--- src/rtl/ralu_pkg.sv ---
// Package: operation codes and classification helpers for the register ALU.
// Assumes a 4-bit operation field whose code values are fixed by the ISA.
package ralu_pkg;

    typedef enum logic [3:0] {
        OP_AND = 4'd0,
        OP_XOR = 4'd1,
        OP_SHL = 4'd2,
        OP_SHR = 4'd3,
        OP_SAR = 4'd4,
        OP_ADC = 4'd5,
        OP_SBC = 4'd6,
        OP_ROR = 4'd7,
        OP_TST = 4'd8,
        OP_NEG = 4'd9,
        OP_CMP = 4'd10,
        OP_CMN = 4'd11,
        OP_ORR = 4'd12,
        OP_MUL = 4'd13,
        OP_BIC = 4'd14,
        OP_MVN = 4'd15
    } alu_op_e;

    // Shifter variant selector.
    typedef enum logic [1:0] {
        SH_LEFT  = 2'd0,
        SH_RIGHT = 2'd1,
        SH_ARITH = 2'd2,
        SH_ROT   = 2'd3
    } shift_kind_e;

    // Codes that only update flags.
    function automatic logic flags_only(input alu_op_e o);
        return (o == OP_TST) || (o == OP_CMP) || (o == OP_CMN);
    endfunction

    // Codes that go through the adder.
    function automatic logic is_arith(input alu_op_e o);
        return (o == OP_ADC) || (o == OP_SBC) || (o == OP_NEG) ||
               (o == OP_CMP) || (o == OP_CMN);
    endfunction

    // Codes that go through the shifter.
    function automatic logic is_shift(input alu_op_e o);
        return (o == OP_SHL) || (o == OP_SHR) || (o == OP_SAR) || (o == OP_ROR);
    endfunction

endpackage

--- src/rtl/ralu_shifter.sv ---
// Module: register-amount barrel shifter and rotator.
// Does: LSL/LSR/ASR/ROR by an AW-bit amount with carry out of the last bit shifted out.
// Assumes: W is a power of two and AW is wide enough for amounts of W and above.
module ralu_shifter
    import ralu_pkg::*;
#(
    parameter int W  = 32,
    parameter int AW = 8
) (
    input  logic [W-1:0]  val,
    input  logic [AW-1:0] amt,
    input  shift_kind_e   kind,
    input  logic          cin,
    output logic [W-1:0]  res,
    output logic          cout
);
    localparam int RW = $clog2(W);

    logic [2*W-1:0]        left_w;
    logic [2*W-1:0]        right_w;
    logic signed [2*W-1:0] arith_w;
    logic [2*W-1:0]        rot_w;
    logic [RW-1:0]         rot_amt;

    // Purpose: wide shifts whose boundary bit gives the carry, saturating naturally at large amounts.
    always_comb begin
        left_w  = {{W{1'b0}}, val} << amt;
        right_w = {val, {W{1'b0}}} >> amt;
        arith_w = $signed({val, {W{1'b0}}}) >>> amt;
        rot_amt = amt[RW-1:0];
        rot_w   = {val, val} >> rot_amt;
    end

    // Purpose: pick the variant and apply the zero-amount pass-through.
    always_comb begin
        res  = val;
        cout = cin;
        if (amt != '0) begin
            unique case (kind)
                SH_LEFT: begin
                    res  = left_w[W-1:0];
                    cout = left_w[W];
                end
                SH_RIGHT: begin
                    res  = right_w[2*W-1:W];
                    cout = right_w[W-1];
                end
                SH_ARITH: begin
                    res  = arith_w[2*W-1:W];
                    cout = arith_w[W-1];
                end
                default: begin
                    res  = rot_w[W-1:0];
                    cout = rot_w[W-1];
                end
            endcase
        end
    end

endmodule

--- src/rtl/ralu_addsub.sv ---
// Module: W-bit adder with carry in, carry out and signed overflow.
// Does: x + y + ci. Subtraction is obtained upstream by inverting y.
// Assumes: nothing beyond the W-bit operands.
module ralu_addsub #(
    parameter int W = 32
) (
    input  logic [W-1:0] x,
    input  logic [W-1:0] y,
    input  logic         ci,
    output logic [W-1:0] sum,
    output logic         co,
    output logic         ov
);
    logic [W:0] full;

    // Purpose: one carry-propagate add and the two arithmetic flags.
    always_comb begin
        full = {1'b0, x} + {1'b0, y} + {{W{1'b0}}, ci};
        sum  = full[W-1:0];
        co   = full[W];
        ov   = (x[W-1] == y[W-1]) && (sum[W-1] != x[W-1]);
    end

endmodule

--- src/rtl/ralu_logic.sv ---
// Module: bitwise operations and the low-word multiply.
// Does: AND/TST, XOR, OR, AND-NOT, NOT and the truncated product.
// Assumes: the multiply is allowed to be one combinational product.
module ralu_logic
    import ralu_pkg::*;
#(
    parameter int W = 32
) (
    input  alu_op_e      op,
    input  logic [W-1:0] a,
    input  logic [W-1:0] b,
    output logic [W-1:0] res
);
    // Purpose: select the bitwise or multiply result for the code.
    always_comb begin
        unique case (op)
            OP_XOR:  res = a ^ b;
            OP_ORR:  res = a | b;
            OP_BIC:  res = a & ~b;
            OP_MVN:  res = ~b;
            OP_MUL:  res = a * b;
            default: res = a & b;
        endcase
    end

endmodule

--- src/rtl/cisa_reg_alu.sv ---
// Module: top of the register ALU. Decodes the code, steers the operands to the
// adder, shifter or logic unit, forms the flags, and registers everything for one cycle.
// Assumes: the caller supplies the current C and V and writes back result and flags.
module cisa_reg_alu
    import ralu_pkg::*;
#(
    parameter int W  = 32,
    parameter int AW = 8
) (
    input  logic         clk,
    input  logic         rst_n,
    input  logic         in_valid,
    input  logic [3:0]   op,
    input  logic [W-1:0] opa,
    input  logic [W-1:0] opb,
    input  logic         flag_c_in,
    input  logic         flag_v_in,
    output logic         out_valid,
    output logic [W-1:0] result,
    output logic         wr_en,
    output logic         flag_n,
    output logic         flag_z,
    output logic         flag_c,
    output logic         flag_v
);
    alu_op_e      op_e;
    alu_op_e      op_q;
    logic [W-1:0] add_x, add_y, add_sum;
    logic         add_ci, add_co, add_ov;
    logic [W-1:0] sh_res, lg_res;
    logic         sh_co;
    shift_kind_e  sh_kind;
    logic [W-1:0] nxt_res;
    logic         nxt_c, nxt_v;

    assign op_e = alu_op_e'(op);

    // Purpose: operand steering for the adder; subtract forms invert the second operand.
    always_comb begin
        add_x  = opa;
        add_y  = opb;
        add_ci = 1'b0;
        unique case (op_e)
            OP_ADC: add_ci = flag_c_in;
            OP_SBC: begin add_y = ~opb; add_ci = flag_c_in; end
            OP_NEG: begin add_x = '0; add_y = ~opb; add_ci = 1'b1; end
            OP_CMP: begin add_y = ~opb; add_ci = 1'b1; end
            default: add_ci = 1'b0;
        endcase
    end

    // Purpose: map the shift codes to a shifter variant.
    always_comb begin
        unique case (op_e)
            OP_SHR:  sh_kind = SH_RIGHT;
            OP_SAR:  sh_kind = SH_ARITH;
            OP_ROR:  sh_kind = SH_ROT;
            default: sh_kind = SH_LEFT;
        endcase
    end

    ralu_addsub #(.W(W)) u_add (
        .x   (add_x),
        .y   (add_y),
        .ci  (add_ci),
        .sum (add_sum),
        .co  (add_co),
        .ov  (add_ov)
    );

    ralu_shifter #(.W(W), .AW(AW)) u_sh (
        .val  (opa),
        .amt  (opb[AW-1:0]),
        .kind (sh_kind),
        .cin  (flag_c_in),
        .res  (sh_res),
        .cout (sh_co)
    );

    ralu_logic #(.W(W)) u_lg (
        .op  (op_e),
        .a   (opa),
        .b   (opb),
        .res (lg_res)
    );

    // Purpose: choose the unit output and the C/V update rule for the code.
    always_comb begin
        if (is_arith(op_e)) begin
            nxt_res = add_sum;
            nxt_c   = add_co;
            nxt_v   = add_ov;
        end else if (is_shift(op_e)) begin
            nxt_res = sh_res;
            nxt_c   = sh_co;
            nxt_v   = flag_v_in;
        end else begin
            nxt_res = lg_res;
            nxt_c   = flag_c_in;
            nxt_v   = flag_v_in;
        end
    end

    // Purpose: output register stage with synchronous active-low reset.
    always_ff @(posedge clk) begin
        if (!rst_n) begin
            out_valid <= 1'b0;
            result    <= '0;
            wr_en     <= 1'b0;
            flag_n    <= 1'b0;
            flag_z    <= 1'b0;
            flag_c    <= 1'b0;
            flag_v    <= 1'b0;
            op_q      <= OP_AND;
        end else begin
            out_valid <= in_valid;
            result    <= nxt_res;
            wr_en     <= in_valid && !flags_only(op_e);
            flag_n    <= nxt_res[W-1];
            flag_z    <= (nxt_res == '0);
            flag_c    <= nxt_c;
            flag_v    <= nxt_v;
            op_q      <= op_e;
        end
    end

    // flag-only codes never write back
    a_r2_no_write_flag_only: assert property (@(posedge clk) disable iff (!rst_n)
        (out_valid && flags_only(op_q)) |-> !wr_en);

    // no write strobe without a valid output
    a_r12_idle_no_write: assert property (@(posedge clk) disable iff (!rst_n)
        !out_valid |-> !wr_en);

    // non-arithmetic codes keep the incoming V
    a_r10_v_kept: assert property (@(posedge clk) disable iff (!rst_n)
        (out_valid && !is_arith(op_q)) |-> (flag_v == $past(flag_v_in)));

    // Z agrees with the registered result
    a_r10_z_matches: assert property (@(posedge clk) disable iff (!rst_n)
        out_valid |-> (flag_z == (result == '0)));

    // zero shift amount passes the operand and carry through
    a_r4_zero_amount: assert property (@(posedge clk) disable iff (!rst_n)
        (out_valid && is_shift(op_q) && ($past(opb[AW-1:0]) == '0))
        |-> (result == $past(opa) && flag_c == $past(flag_c_in)));

    // negating zero produces no borrow
    a_r3_neg_zero_carry: assert property (@(posedge clk) disable iff (!rst_n)
        (out_valid && op_q == OP_NEG && $past(opb) == '0) |-> (flag_c && flag_z));

endmodule

--- config.mk ---
export PLATFORM = sky130hd
export DESIGN_NAME = cisa_reg_alu
export DESIGN_NICKNAME = d
export VERILOG_FILES = /design/src/rtl/ralu_pkg.sv /design/src/rtl/ralu_shifter.sv /design/src/rtl/ralu_addsub.sv /design/src/rtl/ralu_logic.sv /design/src/rtl/cisa_reg_alu.sv
export SDC_FILE = /design/constraint.sdc
export NUM_CORES = 2
export LEC_CHECK = 0
export ABC_AREA = 1
export BUFFER_PORTS_ARGS = -buffer_cell sky130_fd_sc_hd__clkbuf_2
export CORE_AREA = 2 2 173 260
export CTS_CLUSTER_DIAMETER = 30
export DETAILED_ROUTE_END_ITERATION = 12
export DIE_AREA = 0 0 175 262
export PLACE_DENSITY = 0.79
export SETUP_SLACK_MARGIN = 0.4
export SYNTH_ARGS = -nofsm -noshare
export SYNTH_HDL_FRONTEND = slang
export SYNTH_SLANG_ARGS = --single-unit
--- constraint.sdc ---
create_clock -name clk -period 11.6 [get_ports clk]
set_input_delay 1.16 -clock clk [delete_from_list [all_inputs] [get_ports clk]]
set_output_delay 1.16 -clock clk [all_outputs]
set_load 0.03 [all_outputs]
==> run_results.csv <==
group,metric,value,unit
sta,finalHoldViolCount,0,
die,die_h,262,um
die,die_area,45900,um2
sta,post-route-period-util,75.3,%
final_layout,syn2layout_area_growth,2.64,%
worst_setup_path,cp-end-kind,"register",
grt,grt_antenna_before_repair,4,
synth,yosys_warnings,0,
final_layout,fillCellCount,4102,
run,cap_violations,0,
worst_setup_path,slowest_delay,0.60,ns
synth,ys_seq_area_share,2.65,%
detailed_routing,dr.pass1.iters,9,
final_layout,mostFrequentLayoutCell,"nand2_1",
final_layout,nNetsFinal,4968,
clocking,cts_sinks,37,
worst_hold_path,hold_start,"flag_v_in",
worst_setup_path,crit_type,"primary input to register",
grt,track_usage,51.5,%
synth,synth_edf_count,0,
synth,synth.ff_latch_count,37,
grt,overflow,0,
detailed_routing,wire_per_inst,24.2,um
clocking,postCtsHoldBufs,0,
sta,drv_slew,0,
synth,ys_dominant_reg_cell,"dfxtp_1",
placed_design,globalplace.congestion,1.14,
clocking,root_buffer,"clkbuf_16",
die,io_pins,111,
clocking,cts_tree,"done",
synth,yosys.cell_types.count,58,
final_layout,mostFrequentLayoutCells,"1,267 x nand2_1, 894 x inv_1, 410 x fa_1, 295 x nand3_1, 203 x ha_1",
detailed_routing,wl,118000,um
grt,grt_first_pass_wirelength,177000,um
worst_setup_path,critPathArrivalTime,8.96,ns
clocking,postCtsSetupBuffers,0,
clocking,cts_buffers,5,
synth,syn_inst,4368,
clocking,cts_buffer_depth,2,
worst_hold_path,whs_endpoint,"flag_v$_SDFF_PN0_",
final_layout,drive_gt1_share,5.07,%
detailed_routing,ant_nets,0,
die,core_area,43600,um2
placed_design,port_buffers,110,
sta,relSlewSlack,13.5,%
detailed_routing,viasPerCell,6.21,
detailed_routing,remaining_drc_errors,0,
worst_setup_path,crit_slowest_cell,"fa_1",
die,initial_utilization,64.2,%
clocking,path_clk_slew,0.06,ns
die,row_count,94,
synth,netlist_area,28000,um2
clocking,htree_num_levels,2,
grt,first_global_vias,30251,
sta,fin_tns_setup,0,ns
sta,max_slew.worst_pin.slew,1.28,ns
worst_hold_path,hp-class,"primary input to register",
synth,avgSynthCellArea,6.41,um2
worst_setup_path,crit_top_cell,"fa_1",
worst_hold_path,min_path_cells,3,
die,die_x,175,um
sta,post-route-min-period,8.74,ns
status,status,"complete, no violations",
synth,synthArstFlopShare,0,%
detailed_routing,vias,30207,
grt,grt_max_degree,68,
placed_design,hpwlAfterDp,90600,um
sta,rsz0062_at_grt,"false",
sta,final-setup-viol-count,0,
worst_setup_path,worstPathMaxFanout,52,
sta,max_freq,114,MHz
synth,syn_nets,5054,
worst_setup_path,crit_path_start_kind,"primary input",
detailed_routing,drt_iter0_markers,3291,
clocking,cts_resized,0,
worst_setup_path,cp.required,11.83,ns
[layer usage]
metal	GRT usage, %	routed length, um
met5	0	13
met4	49.9	14400
met3	13.3	14600
met2	80.9	51300
met1	56.4	37500
[critical path, delay by kind of cell]
family	cells	cell delay (ns)
buffers and inverters	6	1.11
and+or+nand+nor	11	1.60
adders and majority gates	9	4.46
AOI/OAI and AO/OA	3	0.57
[registers in the layout (all words and copies together), names as in the netlist]
name,count
flag_z,1
flag_v,1
flag_c,1
result,32
wr_en,1
out_valid,1
[layout make-up]
type | count | area (um2) | area share (%)
multi-input cells | 3171 | 22800 | 79.3
clock buffers | 7 | 153 | 0.531
clock inverters | 1 | 8.76 | 0.0305
flip-flops and latches | 37 | 741 | 2.58
inverters | 911 | 3420 | 11.9
well taps | 576 | 721 | 2.51
diodes | 4 | 10.0 | 0.0348
repair buffers | 156 | 906 | 3.15
[how the worst max path moves through the flow]
stage,start,to,slack [ns],cells after the start
2_1_floorplan,opb[3],flag_z$_SDFF_PN0_,3.09,33
4_1_cts,opb[3],flag_z$_SDFF_PN0_,3.05,29
3_5_place_dp,opb[3],flag_z$_SDFF_PN0_,2.78,29
6_report,opb[3],flag_z$_SDFF_PN0_,2.86,29
5_1_grt,opb[3],flag_z$_SDFF_PN0_,2.50,29
3_3_place_gp,opb[6],flag_z$_SDFF_PN0_,2.81,29
[stage by stage]
stage	setup slack (ns)	area, um2	std cells	hold slack, ns	utilization (%)
after floorplan	3.09	28000	4368	1.27	-
after global placement	2.81	28600	4851	1.40	65.5
after detailed placement	2.78	28600	4851	1.41	65.5
after CTS	3.05	28700	4859	1.12	65.8
after global routing	2.50	28700	4859	1.12	65.8
final	2.86	28700	4863	1.11	65.9
[cell usage after synthesis (12+ instances only)]
library cell	n	area [um2]
nand2_1	1267	4760
inv_1	898	3370
fa_1	410	8210
nand3_1	295	1480
a21oi_1	203	1020
ha_1	203	2540
nor2_1	195	732
o21ai_0	169	846
clkbuf_1	124	465
xor2_1	87	762
buf_2	63	315
buf_1	47	176
dfxtp_1	37	741
nand4_1	36	225
o211ai_1	34	255
o21ai_1	32	160
xnor2_1	28	245
a31oi_1	23	144
a221oi_1	18	158
o22ai_1	18	113
nor3_1	16	80.1
and2_1	13	81.3
o21a_1	13	97.6
o21bai_1	13	97.6
a22oi_1	12	90.1
or2_2	12	75.1
[cells by family after synthesis]
group	Yosys count	share of synthesized area, %
simple gates	1867	27.4
compound gates	573	11.7
flops	37	2.65
fa+ha+maj	613	38.4
xor+xnor	117	3.71
buf+inv	1160	16.1
mux	1	0.0358
Power is not shown: default switching activity piles up to over one toggle a cycle in this logic, so the estimate is an artifact.
